===== src/rtl/scsi_regfront_pkg.sv =====
package scsi_regfront_pkg;

  // register indices that the decoder acts on
  localparam int IdxOwnId   = 0;
  localparam int IdxCtrl    = 1;
  localparam int IdxCntHi   = 2;
  localparam int IdxCntMid  = 3;
  localparam int IdxCntLo   = 4;
  localparam int IdxDestId  = 5;
  localparam int IdxStat    = 6;
  localparam int IdxCmd     = 7;
  localparam int IdxData    = 8;

  // control register bit that clears the pending interrupt
  localparam int CtrlClrBit = 3;

  // command codes (bit 7 is the single-byte flag, ignored on decode)
  localparam logic [6:0] CmdReset    = 7'h00;
  localparam logic [6:0] CmdSelAtn   = 7'h06;
  localparam logic [6:0] CmdXferInfo = 7'h20;

  // status codes
  localparam logic [7:0] StatResetDone  = 8'h01;
  localparam logic [7:0] StatSelTimeout = 8'h42;
  localparam logic [7:0] StatPhaseChg   = 8'h88;
  localparam logic [7:0] StatXferDone   = 8'h10;

  // bus phase codes merged into the status
  localparam logic [7:0] PhaseDataOut = 8'h00;
  localparam logic [7:0] PhaseDataIn  = 8'h01;
  localparam logic [7:0] PhaseCmd     = 8'h02;

  // strobes from control to datapath
  typedef struct packed {
    logic       regWr;    // store host byte at pointer
    logic       statWr;   // load status register
    logic [7:0] statVal;  // value for status register
  } dpStrobe_t;

endpackage


===== src/rtl/scsi_regfront_ctrl.sv =====
module scsi_regfront_ctrl
  import scsi_regfront_pkg::*;
#(
  parameter int RegCount   = 32,
  parameter int NumTargets = 8,
  localparam int RegIdxW   = $clog2(RegCount),
  localparam int TgtIdW    = $clog2(NumTargets),
  localparam int CountW    = 24
) (
  input  logic                  clk,
  input  logic                  rst,
  input  logic                  hostSel,
  input  logic                  hostWr,
  input  logic                  hostRd,
  input  logic [7:0]            hostWData,
  input  logic [7:0]            cntHi,
  input  logic [7:0]            cntMid,
  input  logic [7:0]            cntLo,
  input  logic [7:0]            destId,
  input  logic [NumTargets-1:0] tgtPresent,
  input  logic                  tgtDataOut,
  output dpStrobe_t             strb,
  output logic [RegIdxW-1:0]    regPtr,
  output logic                  pendQ,
  output logic                  irqQ,
  output logic                  errQ
);

  logic [RegIdxW-1:0] ptrNext;
  logic [CountW-1:0]  remQ, remNext;
  logic               pendNext, errNext;
  logic               addrWr, dataWr, dataRd;
  logic [TgtIdW-1:0]  tgtSel;

  assign addrWr = hostWr && !hostSel;
  assign dataWr = hostWr && hostSel;
  assign dataRd = hostRd && hostSel && !hostWr;
  assign tgtSel = destId[TgtIdW-1:0];

  // pointer: load on address write, step on data write
  always_comb begin
    ptrNext = regPtr;
    if (addrWr) begin
      ptrNext = hostWData[RegIdxW-1:0];
    end else if (dataWr) begin
      ptrNext = regPtr + 1'b1;
    end
  end

  // command decode, transfer counting, interrupt flag
  always_comb begin
    strb         = '0;
    strb.regWr   = dataWr;
    pendNext     = pendQ;
    remNext      = remQ;
    errNext      = errQ;
    if (dataWr) begin
      if (regPtr == RegIdxW'(IdxCtrl)) begin
        if (hostWData[CtrlClrBit]) begin
          pendNext = 1'b0;
        end
      end else if (regPtr == RegIdxW'(IdxCmd)) begin
        case (hostWData[6:0])
          CmdReset: begin
            strb.statWr  = 1'b1;
            strb.statVal = StatResetDone;
            pendNext     = 1'b1;
          end
          CmdSelAtn: begin
            strb.statWr  = 1'b1;
            strb.statVal = tgtPresent[tgtSel] ? (StatPhaseChg | PhaseCmd)
                                              : StatSelTimeout;
            pendNext     = 1'b1;
          end
          CmdXferInfo: begin
            remNext  = {cntHi, cntMid, cntLo};
            pendNext = 1'b0;
          end
          default: ;
        endcase
      end else if (regPtr == RegIdxW'(IdxData)) begin
        if (remQ == '0) begin
          strb.regWr = 1'b0;
          errNext    = 1'b1;
        end else begin
          remNext = remQ - 1'b1;
          if (remQ == CountW'(1)) begin
            strb.statWr  = 1'b1;
            strb.statVal = StatXferDone | (tgtDataOut ? PhaseDataOut : PhaseDataIn);
            pendNext     = 1'b1;
          end
        end
      end
    end else if (dataRd && regPtr == RegIdxW'(IdxStat)) begin
      pendNext = 1'b0;
    end
  end

  always_ff @(posedge clk) begin
    if (rst) begin
      regPtr <= '0;
      remQ   <= '0;
      pendQ  <= 1'b0;
      irqQ   <= 1'b0;
      errQ   <= 1'b0;
    end else begin
      regPtr <= ptrNext;
      remQ   <= remNext;
      pendQ  <= pendNext;
      irqQ   <= pendQ;
      errQ   <= errNext;
    end
  end

endmodule


===== src/rtl/scsi_regfront_dp.sv =====
module scsi_regfront_dp
  import scsi_regfront_pkg::*;
#(
  parameter int RegCount = 32,
  localparam int RegIdxW = $clog2(RegCount)
) (
  input  logic               clk,
  input  logic               rst,
  input  dpStrobe_t          strb,
  input  logic [RegIdxW-1:0] regPtr,
  input  logic               hostSel,
  input  logic [7:0]         hostWData,
  input  logic               pendQ,
  output logic [7:0]         hostRData,
  output logic [7:0]         cntHi,
  output logic [7:0]         cntMid,
  output logic [7:0]         cntLo,
  output logic [7:0]         destId
);

  logic [7:0] regs [RegCount];
  logic [7:0] auxByte;

  always_ff @(posedge clk) begin
    if (rst) begin
      for (int i = 0; i < RegCount; i++) begin
        regs[i] <= '0;
      end
    end else begin
      if (strb.regWr) begin
        regs[regPtr] <= hostWData;
      end
      if (strb.statWr) begin
        regs[IdxStat] <= strb.statVal;
      end
    end
  end

  assign auxByte   = {pendQ, 6'b0, 1'b1};
  assign hostRData = hostSel ? regs[regPtr] : auxByte;
  assign cntHi     = regs[IdxCntHi];
  assign cntMid    = regs[IdxCntMid];
  assign cntLo     = regs[IdxCntLo];
  assign destId    = regs[IdxDestId];

endmodule


===== src/rtl/scsi_regfront.sv =====
module scsi_regfront
  import scsi_regfront_pkg::*;
#(
  parameter int RegCount   = 32,
  parameter int NumTargets = 8,
  localparam int RegIdxW   = $clog2(RegCount)
) (
  input  logic                  clk,
  input  logic                  rst,
  input  logic                  hostSel,
  input  logic                  hostWr,
  input  logic                  hostRd,
  input  logic [7:0]            hostWData,
  output logic [7:0]            hostRData,
  input  logic [NumTargets-1:0] tgtPresent,
  input  logic                  tgtDataOut,
  output logic                  irqOut,
  output logic                  xferErr
);

  dpStrobe_t          strb;
  logic [RegIdxW-1:0] regPtr;
  logic               pendQ;
  logic [7:0]         cntHi, cntMid, cntLo, destId;

  scsi_regfront_ctrl #(
    .RegCount   (RegCount),
    .NumTargets (NumTargets)
  ) u_ctrl (
    .clk        (clk),
    .rst        (rst),
    .hostSel    (hostSel),
    .hostWr     (hostWr),
    .hostRd     (hostRd),
    .hostWData  (hostWData),
    .cntHi      (cntHi),
    .cntMid     (cntMid),
    .cntLo      (cntLo),
    .destId     (destId),
    .tgtPresent (tgtPresent),
    .tgtDataOut (tgtDataOut),
    .strb       (strb),
    .regPtr     (regPtr),
    .pendQ      (pendQ),
    .irqQ       (irqOut),
    .errQ       (xferErr)
  );

  scsi_regfront_dp #(
    .RegCount (RegCount)
  ) u_dp (
    .clk       (clk),
    .rst       (rst),
    .strb      (strb),
    .regPtr    (regPtr),
    .hostSel   (hostSel),
    .hostWData (hostWData),
    .pendQ     (pendQ),
    .hostRData (hostRData),
    .cntHi     (cntHi),
    .cntMid    (cntMid),
    .cntLo     (cntLo),
    .destId    (destId)
  );

endmodule


===== config.mk =====
export PLATFORM = sky130hd
export DESIGN_NAME = scsi_regfront
export DESIGN_NICKNAME = d
export VERILOG_FILES = /design/src/rtl/scsi_regfront_pkg.sv /design/src/rtl/scsi_regfront_ctrl.sv /design/src/rtl/scsi_regfront_dp.sv /design/src/rtl/scsi_regfront.sv
export SDC_FILE = /design/constraint.sdc
export NUM_CORES = 1
export LEC_CHECK = 0
export ABC_CLOCK_PERIOD_IN_PS = 3600
export BUFFER_PORTS_ARGS = -buffer_cell sky130_fd_sc_hd__buf_2
export CORE_UTILIZATION = 25
export CTS_CLUSTER_SIZE = 8
export DETAILED_ROUTE_END_ITERATION = 7
export PLACE_DENSITY_LB_ADDON = 0.25
export SLEW_MARGIN = 15
export SYNTH_ARGS = -nofsm -noshare
export SYNTH_HDL_FRONTEND = slang
export SYNTH_HIERARCHICAL = 1
export SYNTH_SLANG_ARGS = --single-unit
export TNS_END_PERCENT = 50

===== constraint.sdc =====
create_clock -name clk -period 3.6 [get_ports clk]
set_clock_uncertainty 0.1 [all_clocks]
set_input_delay 0.18 -clock clk [delete_from_list [all_inputs] [get_ports clk]]
set_output_delay 0.18 -clock clk [all_outputs]
set_load 0.05 [all_outputs]

==> impl_metrics.py <==
metrics = {
    "worst_setup_path": {
        "r2r_slack_ps": 290,
        "critPathRequiredTime_ps": 3320,
        "crit_cells": 6,
        "crit_start": "u_ctrl/regPtr[2]",
        "slowest_delay_ps": 620,
        "crit_fanout": 30,
        "reg2regPathDepth": 11,
        "timing.rr.start": "u_ctrl/remQ[8]",
        "end_kind": "output pin",
        "cpMaxStageDelayCell": "or4b_1",
        "crit_chain": "buf_4 > or4b_1 > o221ai_1 > a21oi_1 > a41oi_2 > buf_2",
        "r2r_end": "u_dp/regs[29][1]",
        "path_delay_family": "compound AO/OA/AOI/OAI gates",
        "worst_setup_path_start_kind": "flop",
        "critical_path_class": "flop to output pin",
        "crit_buf_inv": 2,
        "arrival_ps": 3180,
        "critical_path.endpoint": "hostRData[7]",
    },
    "grt": {
        "grtUsageTotal": 0.143,
        "grt_pass1_wl_um": 63600,
        "antenna_found_initial": 1,
        "grt.overflow.total": 0,
        "grt_start_max_net_pins": 61,
        "grt_pass1_vias": 9678,
    },
    "route": {
        "drt-pass1-iter-count": 5,
        "m1WireLength_um": 20200,
        "drt_iter0_markers": 788,
        "routed_via_density": 4.86,
        "route.vias.total": 9592,
        "wl_per_cell_um": 21.8,
        "drt-total-wl_um": 42900,
        "top_layer": "met5",
        "met2_length_um": 19600,
        "antenna_left": 0,
        "wl_met3_um": 1970,
        "drc": 0,
    },
    "placed_design": {
        "dp_hpwl_um": 27900,
        "port_buffers": 31,
        "preCtsSetupSlack_ps": 200,
        "place_inst": 1911,
        "gp_congestion": 0.816,
    },
    "clocking": {
        "clockBufferDepth": 3,
        "cts_sinks": 288,
        "cts_tree": "built",
        "cts_buffers": 42,
        "cts-htree-levels": 2,
        "insertion_delay_ps": 540,
        "cts_root_buf": "clkbuf_16",
        "path_clk_slew_ps": 50,
    },
    "final_layout": {
        "fin_nets": 1222,
        "layout_common_cells": "edfxtp_1 (256), and2_1 (250), nor2_1 (55)",
        "area_growth_pct": 15.5,
        "layout.cells.non_filler": 1974,
        "final_common_cell": "edfxtp_1",
        "drive_gt1_frac": 0.189,
        "fillCellCount": 5921,
    },
    "die": {
        "core.rowCount": 88,
        "fp.dieH_um": 244,
        "io_pins": 32,
        "die_w_um": 244,
        "initial_core_util": 0.253,
        "core-area_um2": 57700,
        "die-area_um2": 59400,
    },
    "sta": {
        "setup_viol": 0,
        "worst_slew_pin_slew_ps": 906,
        "worst_slack_ps": 143,
        "finalSetupTns_ps": 0,
        "timing.final.crit_share": 0.960,
        "hold_ws_ps": 46.2,
        "relSlewSlack": 0.395,
        "slew_violations": 0,
        "finalHoldViolCount": 0,
        "fmax_mhz": 289,
        "fin_crit_ps": 3460,
        "grt_setup_unrepaired": "no",
    },
    "yosys": {
        "syn_area_per_cell_um2": 12.6,
        "synthArstFlopShare": 0,
        "ys_warn_count": 6,
        "synth_edf_count": 256,
        "ys_seq_area_frac": 0.570,
        "ys_seq_elements": 288,
        "synth_area_um2": 14600,
        "ys_types": 70,
        "synth_top_flop_cell": "edfxtp_1",
        "synth_cells": 1155,
    },
    "hold_path": {
        "hold_path_class": "input port to flop",
    },
    "power": {
        "finalPower_mw": 8.02,
        "max-vdd-ir-drop_v": 0.000247,
        "p_leak_nw": 6.00,
        "powerDensity_nw_per_um2": 475,
    },
    "job": {
        "maxCapViolCount": 0,
    },
    "status": {
        "status": "finished, final reports clean",
    },
}
## metrics by stage
stage,instance area [um2],util
after global placement,15700,0.271
after floorplan,14600,-
after CTS,16800,0.292
after global routing,16900,0.292
final,16900,0.292
after detailed placement,15700,0.271
## flip-flops by register name (all words and copies together) (netlist names)
signal and count:
u_ctrl/errQ 1, u_ctrl/irqQ 1, u_ctrl/pendQ 1, u_ctrl/regPtr 5, u_ctrl/remQ 24, u_dp/regs 256
## tightest hold or removal path: stages
cell,delay [ps]
buf_2,110
o32ai_1,110
a22o_1,170
## power by group
group / leakage, nW / internal [mW] / switching [mW] / total, mW
registers: 2.90 / 3.74 / 0.0560 / 3.80
logic: 2.54 / 0.223 / 0.430 / 0.652
clock network: 0.551 / 2.12 / 1.45 / 3.56
## routing by layer
metal	vias to the layer above	global-route usage
li1	4395	-
met5	-	0
met1	4874	0.201
met2	252	0.226
met4	2	0.0426
met3	69	0.0216
## layout make-up
type	count	area, um2	share of cell area
clock inverters	3	43.8	0.00260
clock buffers	56	1100	0.0654
well taps	765	957	0.0568
inverters	19	71.3	0.00423
repair buffers	79	552	0.0327
diodes	1	2.50	0.000148
flip-flops and latches	288	8340	0.494
multi-input cells	763	5800	0.344
## worst min path at each step
stage	startpoint	end	slack [ps]	depth (start not counted)
CTS	tgtDataOut	u_dp/regs[6][0]	20	3
global route	tgtDataOut	u_dp/regs[6][0]	40	3
global placement	u_ctrl/remQ[22]	u_ctrl/remQ[22]	360	2
detailed placement	u_ctrl/remQ[22]	u_ctrl/remQ[22]	380	2
floorplan	hostWData[7]	u_dp/regs[0][7]	280	1
finish	tgtDataOut	u_dp/regs[6][0]	50	3
## cells in the mapped netlist (all sizes together) (3+ instances only)
library cell | instances | area, um2
mux2 | 8 | 90.1
and3 | 10 | 62.6
inv | 19 | 71.3
nand3 | 10 | 50.1
a311o | 7 | 70.1
buf | 34 | 236
mux2i | 40 | 400
nor2b | 10 | 62.6
a221oi | 7 | 67.6
dfxtp | 32 | 641
nor3 | 23 | 120
o31ai | 13 | 97.6
a31oi | 7 | 43.8
a211oi | 8 | 60.1
nand4 | 4 | 31.3
and2 | 250 | 1560
nor4 | 14 | 109
a22oi | 12 | 90.1
or3 | 8 | 50.1
nand2 | 26 | 97.6
or4 | 6 | 45.0
nand4b | 3 | 26.3
nor3b | 7 | 62.6
a22o | 13 | 114
o32ai | 16 | 140
ha | 7 | 87.6
or2 | 39 | 244
nor2 | 55 | 206
a31o | 3 | 26.3
o21ai | 16 | 80.1
o41ai | 3 | 26.3
mux4 | 44 | 1000
a21oi | 30 | 154
edfxtp | 256 | 7690
clkbuf | 52 | 195
nand4bb | 4 | 45.0
o22ai | 18 | 119
nand2b | 18 | 113
## logic make-up (layout without fill, tap and decap cells)
logic type | Yosys count | in the layout | share of synthesized area
buffers and inverters | 105 | 157 | 0.0344
adders and majority gates | 7 | 7 | 0.00600
muxes | 92 | 92 | 0.102
DFF | 288 | 288 | 0.570
and+or+nand+nor | 498 | 498 | 0.205
other | 1 | 3 | 0.000257
AOI/OAI and AO/OA | 164 | 164 | 0.0822
## timing repair
item,in CTS,in global routing
buffers inserted,0,1
hold endpoints to repair,6,0
resized for setup,1,2
endpoints found under the setup margin,6,36
hold buffers,2,0
No activity file was read; power rests on OpenSTA's default activity.
